[config.mk]
export PLATFORM = sky130hd
export DESIGN_NAME = dram_bank_fsm
export DESIGN_NICKNAME = d
export VERILOG_FILES = /design/src/rtl/dram_chk_pkg.sv /design/src/rtl/dram_age_ctr.sv /design/src/rtl/dram_bank_fsm.sv
export SDC_FILE = /design/constraint.sdc
export NUM_CORES = 1
export LEC_CHECK = 0
export ABC_AREA = 1
export BUFFER_PORTS_ARGS = -buffer_cell sky130_fd_sc_hd__buf_2
export CAP_MARGIN = 10
export CORE_UTILIZATION = 50
export DETAILED_ROUTE_END_ITERATION = 8
export GPL_TIMING_DRIVEN = 0
export PLACE_DENSITY_LB_ADDON = 0.15
export SYNTH_ARGS = -nofsm -noshare
export SYNTH_HDL_FRONTEND = slang
export SYNTH_SLANG_ARGS = --single-unit
[constraint.sdc]
create_clock -name clk -period 4.5 [get_ports clk]
set_input_delay 0.225 -clock clk [delete_from_list [all_inputs] [get_ports clk]]
set_output_delay 0.225 -clock clk [all_outputs]
set_load 0.01 [all_outputs]
[src/rtl/dram_chk_pkg.sv]
package dram_chk_pkg;

    typedef enum logic [2:0] {
        CMD_NOP = 3'd0,
        CMD_ACT = 3'd1,
        CMD_RD  = 3'd2,
        CMD_WR  = 3'd3,
        CMD_PRE = 3'd4,
        CMD_REF = 3'd5
    } cmd_e;

    typedef enum logic [1:0] {
        BK_IDLE    = 2'd0,
        BK_OPEN    = 2'd1,
        BK_CLOSING = 2'd2
    } bank_st_e;

endpackage

[src/rtl/dram_age_ctr.sv]
// Saturating elapsed-cycle counter: loads 1 on the edge that ends the event cycle.
module dram_age_ctr #(
    parameter int CW = 6
) (
    input  logic          clk,
    input  logic          rst_n,
    input  logic          restart,
    output logic [CW-1:0] age
);
    localparam logic [CW-1:0] AGE_MAX = '1;

    always_ff @(posedge clk) begin
        if (!rst_n)              age <= AGE_MAX;
        else if (restart)        age <= CW'(1);
        else if (age != AGE_MAX) age <= age + CW'(1);
    end
endmodule

[src/rtl/dram_bank_fsm.sv]
module dram_bank_fsm
    import dram_chk_pkg::*;
#(
    parameter int CW = 6
) (
    input  logic          clk,
    input  logic          rst_n,
    input  logic          do_act,
    input  logic          do_rd,
    input  logic          do_wr,
    input  logic          do_pre,
    input  logic          auto_pre_en,
    input  logic [CW-1:0] t_rcd,
    input  logic [CW-1:0] t_ras,
    input  logic [CW-1:0] t_rp,
    input  logic [CW-1:0] t_rtp,
    input  logic [CW-1:0] t_wr,
    input  logic [CW-1:0] t_wr_data,
    output logic          act_ok,
    output logic          rdwr_ok,
    output logic          pre_ok,
    output logic          is_idle
);
    bank_st_e      state, state_nxt;
    logic [CW-1:0] age_act, age_pre, age_rd, age_wr;
    logic [CW:0]   t_rc, t_wrec;
    logic          pre_timers_ok, close_evt;

    dram_age_ctr #(.CW(CW)) u_age_act (.clk(clk), .rst_n(rst_n), .restart(do_act),             .age(age_act));
    dram_age_ctr #(.CW(CW)) u_age_pre (.clk(clk), .rst_n(rst_n), .restart(do_pre | close_evt), .age(age_pre));
    dram_age_ctr #(.CW(CW)) u_age_rd  (.clk(clk), .rst_n(rst_n), .restart(do_rd),              .age(age_rd));
    dram_age_ctr #(.CW(CW)) u_age_wr  (.clk(clk), .rst_n(rst_n), .restart(do_wr),              .age(age_wr));

    assign t_rc   = {1'b0, t_ras} + {1'b0, t_rp};
    assign t_wrec = {1'b0, t_wr_data} + {1'b0, t_wr};

    assign pre_timers_ok = (age_act >= t_ras) && (age_rd >= t_rtp) && ({1'b0, age_wr} >= t_wrec);
    assign close_evt     = (state == BK_CLOSING) && pre_timers_ok;

    // State register
    always_ff @(posedge clk) begin
        if (!rst_n) state <= BK_IDLE;
        else        state <= state_nxt;
    end

    // Next state
    always_comb begin
        state_nxt = state;
        unique case (state)
            BK_IDLE:    if (do_act) state_nxt = BK_OPEN;
            BK_OPEN: begin
                if (do_pre)                                state_nxt = BK_IDLE;
                else if ((do_rd || do_wr) && auto_pre_en)  state_nxt = BK_CLOSING;
            end
            BK_CLOSING: if (pre_timers_ok) state_nxt = BK_IDLE;
            default:    state_nxt = BK_IDLE;
        endcase
    end

    // Outputs
    always_comb begin
        act_ok  = 1'b0;
        rdwr_ok = 1'b0;
        pre_ok  = 1'b0;
        is_idle = 1'b0;
        unique case (state)
            BK_IDLE: begin
                is_idle = 1'b1;
                act_ok  = (age_pre >= t_rp) && ({1'b0, age_act} >= t_rc);
            end
            BK_OPEN: begin
                rdwr_ok = (age_act >= t_rcd);
                pre_ok  = pre_timers_ok;
            end
            BK_CLOSING: ;
            default: ;
        endcase
    end
endmodule

After elaboration in Yosys (flattened, before gate mapping)
Cells that the tools add are included.
{"block": "totals", "out_inout_bits": 4, "ramBits": 0, "regBits": 26, "inputBits": 43, "wordCells": 65, "memories": 0, "rom_bits": 0, "latchBits": 0}
{"block": "classes", "n_mul": 0, "div": 0, "n_eq_ne": 9, "add_sub_neg": 6, "magnitude_cmp": 6, "mux": 17, "n_shift": 0, "reduce_logical": 16, "n_bitwise": 2}
{"op": "6-bit 2-to-1 mux", "count": 8}
{"op": "6-bit by 1-bit adder with 6-bit output, second input constant", "count": 4}
{"op": "6-bit >= comparator", "count": 4}
{"op": "6-bit != test, second input constant", "count": 4}
{"op": "6-bit by 6-bit adder with 7-bit output", "count": 2}
{"op": "6-bit by 7-bit >= comparator with 1-bit output", "count": 2}
{"op": "2-bit 2-to-1 mux", "count": 4}
{"op": "2-bit nonzero test", "count": 4}
{"op": "2-bit OR reduction", "count": 4}
{"op": "2-bit case mux with 3 select lines", "count": 1}
{"op": "1-bit logical AND", "count": 5}
{"op": "1-bit 2-to-1 mux", "count": 4}
{"op": "2-bit != test, second input constant", "count": 2}
{"op": "3-bit != test, second input constant", "count": 1}
{"op": "3-bit AND reduction", "count": 1}
{"op": "2-bit by 1-bit == test with 1-bit output, second input constant", "count": 1}
{"op": "2-bit == test, second input constant", "count": 1}
{"op": "2-bit logical NOT", "count": 1}
{"op": "1-bit logical OR", "count": 1}
{"op": "1-bit NOT", "count": 1}
{"op": "1-bit bitwise OR", "count": 1}

Depth between registers and ports, before layout
Gate-level depths: netlist of the first run.
{"block": "logic_depth", "ltp_word": 6, "depth_mapped": 14, "ltp_nobuf": 14}

Hierarchy
Synthesis of the first run repeated with hierarchy kept, for this count alone.
{"block": "hier_totals", "hier_cells": 396, "hier_area_um2": 2792.7}
{"mod": "dram_bank_fsm", "area_per_inst_um2": 1466.4, "seq_area_each_um2": 40.0, "instances": 1, "cells_per_inst": 220}
{"mod": "dram_age_ctr", "area_per_inst_um2": 331.6, "seq_area_each_um2": 120.1, "instances": 4, "cells_per_inst": 44}

Worst setup path after synthesis of the first run
No wires, ideal clock.
{"block": "synth_path", "path_kind": "in2out", "start": "in t_wr[0]", "end": "out pre_ok", "setup_slack_ps": 2254, "arrival_ps": 2021, "path_buffers": 0, "required_time_ps": 4275, "stages": 10, "path_cell_list": "ha_1 -> fa_1 -> a31oi_1 -> xor2_1 -> ha_1 -> and3_1 -> nand2_1 -> nand2_2 -> nand3_2 -> nor3_1"}
{"block": "synth_via", "elab_chain_cells": 4}
{"item": "start, declared", "line_no": "dram_bank_fsm.sv:17", "source": "input logic [CW-1:0] t_wr,"}
{"item": "6-bit by 6-bit adder with 7-bit output", "line_no": "dram_bank_fsm.sv:35", "source": "assign t_wrec = {1'b0, t_wr_data} + {1'b0, t_wr};"}
{"item": "6-bit by 7-bit >= comparator with 1-bit output", "line_no": "dram_bank_fsm.sv:37", "source": "assign pre_timers_ok = (age_act >= t_ras) && (age_rd >= t_rtp) && ({1'b0, age_wr} >= t_wrec);"}
{"item": "1-bit logical AND", "line_no": "dram_bank_fsm.sv:37"}
{"item": "1-bit 2-to-1 mux", "line_no": "dram_bank_fsm.sv:66", "source": "unique case (state)"}
{"item": "end, declared", "line_no": "dram_bank_fsm.sv:21", "source": "output logic pre_ok,"}
No other way between the ends.

Worst setup path after layout of the first run
{"block": "layout_path", "start": "in t_wr[2]", "end": "out pre_ok"}
Same word-level chain as after synthesis.

==> results of run 1 <==
-- state kept, by name (all words and copies together) (netlist names) --
register and count:
u_age_act.age 6, u_age_pre.age 6, u_age_rd.age 6, u_age_wr.age 6, state 2
-- cell families after synthesis --
group,Yosys count,share of synthesized area
buf+inv,70,0.105
simple gates,150,0.264
compound gates,56,0.123
flops,26,0.202
xor+xnor,11,0.0374
fa+ha+maj,54,0.268
-- power by group through the flow --
stage               sequential (W)  clock (W)  combinational [W]
finish                    0.000283   0.000197           0.000327
CTS                       0.000283   0.000200           0.000330
global placement          0.000288          0           0.000318
detailed placement        0.000289          0           0.000328
global route              0.000288   0.000211           0.000386
floorplan                 0.000280          0           0.000251
-- placed cells by master, fill, tap and decap left out, types with 2 or more instances in the layout --
cell,count
nand3_1,28
nor3_1,2
inv_1,62
nand3_2,2
o211ai_1,6
nor2_1,35
o21ai_1,6
o21ai_0,17
nor3b_1,2
nand4_1,8
a21oi_1,19
inv_2,4
nand2_2,3
nand2_1,64
fa_1,2
xor2_1,7
nor2_2,3
clkbuf_8,3
a31oi_1,3
ha_1,52
a21o_1,2
dfxtp_1,26
buf_2,46
o2111ai_1,2
xnor2_1,4
-- worst paths after layout --
check,start,to,slack (ns),cells after the start
max,t_wr[2],pre_ok,1.93,15
min,rst_n,u_age_rd.age[0],0.17,2
max reg2reg,u_age_act.age[5],u_age_pre.age[1],2.78,10
min reg2reg,u_age_act.age[0],u_age_act.age[0],0.54,2
-- layout make-up --
type / instances / share of cell area
buffer: 3 / 0.00678
clock buffer: 3 / 0.0140
clock inverter: 1 / 0.0102
inverter: 67 / 0.0851
multi-input combinational: 271 / 0.603
sequential: 26 / 0.176
tap: 67 / 0.0284
timing repair buffer: 45 / 0.0762
-- stage by stage --
stage,cell area (sq um),setup WS (ns),std cells
final,2950,1.93,483
after CTS,2950,1.90,483
after floorplan,2570,2.25,367
after detailed placement,2880,1.91,479
after global routing,2950,1.68,483
after global placement,2880,1.94,479
-- worst max-delay path: stages --
cell	delay (ns)
buf_2	0.10
ha_1	0.36
nand3_1	0.09
nand2_1	0.11
nand2_1	0.06
a21oi_1	0.14
nor2_1	0.07
xor2_1	0.14
ha_1	0.29
and3_1	0.14
nand2_1	0.06
nand2_2	0.09
nand3_2	0.08
nor3_1	0.20
buf_2	0.18
-- layer usage --
metal	routed length (um)	up-vias	share of wire
li1	-	1318	-
met1	2500	1060	0.48
met2	2460	57	0.47
met3	156	7	0.030
met4	69	0	0.013
met5	0	-	0
==> reports/qor.yml, run 1 <==
cts.path.max_buffers: 2
die-height_um: 73.7
post_drt_via_cell_ratio: 5.06
multi_input_area_sq_um: 1780
ant_nets: 0
grt_antenna_before_repair: 0
syn_area_sq_um: 2570
wl_um: 5190
async_flop_share: 0
place.gp.congestion: 0.835
ys_types: 31
synth_area_leaders: "ha_1 25%, dfxtp_1 20%, nand2_1 9.3%"
ys_seq_area_frac: 0.202
clkLatencyLatePin_ns: 0.27
crit_path_max_fanout: 5
ios: 47
hpwl_um: 4310
drtPass1Iterations: 4
cts_repair_resize_count: 0
fin_nets: 514
grt_pass1_vias: 2166
vias: 2442
dieArea_sq_um: 5440
synth-edff-count: 0
top_usage_layer: "met2"
die_w_um: 73.7
syn_inst: 367
grt_overflow: 0
clk_pin_slew_ns: 0.09
p_leak_nw: 1.66
required_ns: 4.28
grt.met2_usage: 0.368
drc: 0
ctsHoldBuffers: 0
status: "finished, final reports clean"
synth_nets: 464
pwr-share-clk: 0.244
max-slew-margin-rel: 0.677
grt_usage: 0.207
core.rowCount: 25
synth.top_cells.by_count: "64 x nand2_1, 62 x inv_1, 52 x ha_1"
cts-htree-levels: 1
finalClockSkew_ns: 0.00173
vdd_drop_max_uv: 159
synth.yosys.warnings: 0
hold_class: "in2reg"
crit_arrival_ns: 2.34
yosysMostFrequentCell: "nand2_1"
start_util: 0.531
synth_largest_area_cell: "ha_1"
wl_per_cell_um: 10.7
cts_buffers: 3
hold_viol_final: 0
grt_first_pass_wirelength_um: 8870
rsz0062_at_grt: "no"
ys_seq_elements: 26
hold_slack_ns: 0.167
cts_sinks: 26
drive_above_1_share: 0.156
use_met3: 0.0123
finalCritPeriodShare: 0.571
setup_violations: 0
cp-end-kind: "output pin"
swShare: 0.362
antennaDiodeCount: 0
layout_min_cycle_time_ns: 2.57
syn-mean-instance-area_sq_um: 7.01
portBuffers: 45
power_w: 0.000807
core_area_sq_um: 4850
synth_ff_type: "dfxtp_1"
register_area_sq_um: 520
finalSetupTns_ns: 0
syn_to_final_growth_pct: 14.8
cts_root_buf: "clkbuf_8"
crit_type: "in2out"
worst_slew_pin_slew_ns: 0.484
nFillCells: 470
seqPwrFrac: 0.351
grt_max_degree: 16
synth_top_cell_area_share: 0.253
p_per_area_nw_per_um2: 273
final_max_slew_viol_count: 0
p_int_w: 0.000515
cts_tree: "done"
drv_cap: 0
startpoint_type: "primary input"
dr.first_iter.drc_count: 58
gr-usage-met1: 0.267
postCtsSetupBuffers: 0
pwr-share-comb: 0.405
fmax_mhz: 389
final_core_util: 0.609
power.switching_w: 0.000292
Power figures use the tool's default switching activity.
==> inputs of run 2 (changes only) <==
Clock period 4.5 ns to 2.2 ns, I/O delays scaled along.
==> reports/qor.yml, run 2 (synthesized netlist as in run 1, its figures left out) <==
finalCritPeriodShare: 0.962
vdd_drop_max_uv: 358
use_met3: 0.0137
r2r_cells: 15
grt_first_pass_wirelength_um: 8960
hpwl_um: 4310
cp-startpoint: "t_wr_data[0]"
grt_antenna_before_repair: 0
layout.cells.non_filler: 490
core.rowCount: 25
max-slew-margin-rel: 0.684
cts-htree-levels: 1
worst_slew_pin_slew_ns: 0.474
gr-usage-met1: 0.266
multi_input_area_sq_um: 1900
portBuffers: 45
grt_usage: 0.210
cts_root_buf: "clkbuf_8"
drc: 0
hold_slack_ns: 0.0474
clk_pin_slew_ns: 0.09
seqPwrFrac: 0.331
die_w_um: 73.7
finalClockSkew_ns: 0.00243
syn_to_final_growth_pct: 22.8
hold_viol_final: 0
status: "finished, final reports clean"
p_per_area_nw_per_um2: 556
ctsHoldBuffers: 0
final_max_slew_viol_count: 0
rr_endpoint: "u_age_pre.age[1]"
endpoint: "pre_ok"
crit_type: "in2out"
hold_class: "in2reg"
drive_above_1_share: 0.215
startpoint_type: "primary input"
pwr-share-clk: 0.232
post_dp_cell_area_sq_um: 2880
antennaDiodeCount: 0
clkLatencyLatePin_ns: 0.28
register_area_sq_um: 522
timing.rr.start: "u_age_wr.age[0]"
power.switching_w: 0.000640
place.gp.congestion: 0.835
ant_nets: 0
dr.first_iter.drc_count: 108
r2r_slack_ns: 0.37
fmax_mhz: 472
pwr-share-comb: 0.437
layout_min_cycle_time_ns: 2.12
wl_um: 5570
grt_pass1_vias: 2201
crit_path_max_fanout: 3
grt_max_degree: 16
nFillCells: 435
setup_violations: 0
grt_overflow: 0
finalSetupTns_ns: 0
p_int_w: 0.00111
post_drt_via_cell_ratio: 5.10
start_util: 0.531
grt.met2_usage: 0.376
cts_tree: "done"
wl_per_cell_um: 11.4
crit_arrival_ns: 2.01
dieArea_sq_um: 5440
fin_nets: 521
drv_cap: 0
required_ns: 2.09
cts_sinks: 26
die-height_um: 73.7
core_area_sq_um: 4850
drtPass1Iterations: 4
ios: 47
cts.path.max_buffers: 2
cp-end-kind: "output pin"
top_usage_layer: "met2"
swShare: 0.365
final_area_sq_um: 3160
final_cell_mix: "62 x inv_1, 62 x nand2_1, 47 x ha_1"
p_leak_nw: 1.72
vias: 2498
cts_buffers: 3
dp.cells: 479
## run 2: changes by cell type in the layout (fill, tap and decap cells not counted), moves of 4 or more
cell	previous run	this run
a21oi_1	19	14
buf_4	0	7
a21oi_2	0	5
ha_1	52	47
buf_2	46	40
buf_6	1	7
ha_4	0	4
## run 2: how the worst min path moves through the flow
| stage | from | to | slack (ns) | depth (start not counted) |
|---|---|---|---|---|
| 6_report | do_act | u_age_act.age[5] | 0.05 | 2 |
| 3_5_place_dp | rst_n | u_age_rd.age[0] | 0.34 | 2 |
| 5_1_grt | rst_n | u_age_rd.age[0] | 0.04 | 2 |
| 4_1_cts | rst_n | u_age_rd.age[0] | 0.05 | 2 |
| 2_1_floorplan | do_act | u_age_act.age[5] | 0.22 | 1 |
| 3_3_place_gp | rst_n | u_age_rd.age[0] | 0.34 | 2 |
## run 2: worst max-delay path, cell delays in order
cell and delay [ns]:
buf_6 0.10, ha_4 0.15, fa_2 0.35, a31oi_1 0.20, xor2_1 0.17, ha_1 0.26, a21o_1 0.18, a21oi_2 0.15
nand2_2 0.07, nand3_2 0.07, nor3_2 0.05, buf_2 0.13
## run 2: power by group through the flow
stage	Sequential, W	Combinational (W)	Clock, W
floorplan	0.000572	0.000514	0
global placement	0.000590	0.000650	0
detailed placement	0.000590	0.000670	0
CTS	0.000580	0.000707	0.000409
global route	0.000590	0.000893	0.000431
finish	0.000580	0.000767	0.000408
## run 2: what timing repair did
item                       4_1_cts  5_1_grt
setup endpoints to repair        1        2
gates resized for setup          7       23
pin swaps                        6       21
buffers inserted                 3        4
## run 2: routing by layer
metal,wire length [um],vias to the layer above
li1,-,1330
met1,2590,1106
met2,2750,53
met3,155,9
met4,83,0
met5,0,-
## run 2: cell type report
cell class	instances	share of cell area
plain buffers	3	0.00634
clock buffers	3	0.0131
clock inverters	1	0.00950
inverters	67	0.0796
multi-input cells	271	0.600
flip-flops and latches	26	0.165
well taps	67	0.0265
repair buffers	52	0.0998
## run 2: per-stage QoR
| stage | utilization | total power (W) | setup slack, ns |
|---|---|---|---|
| 2_1_floorplan | - | 0.00109 | 0.141 |
| 3_3_place_gp | 0.595 | 0.00124 | -0.129 |
| 3_5_place_dp | 0.595 | 0.00126 | -0.158 |
| 4_1_cts | 0.621 | 0.00170 | 0.00538 |
| 5_1_grt | 0.652 | 0.00191 | -0.0410 |
| 6_report | 0.652 | 0.00176 | 0.0831 |
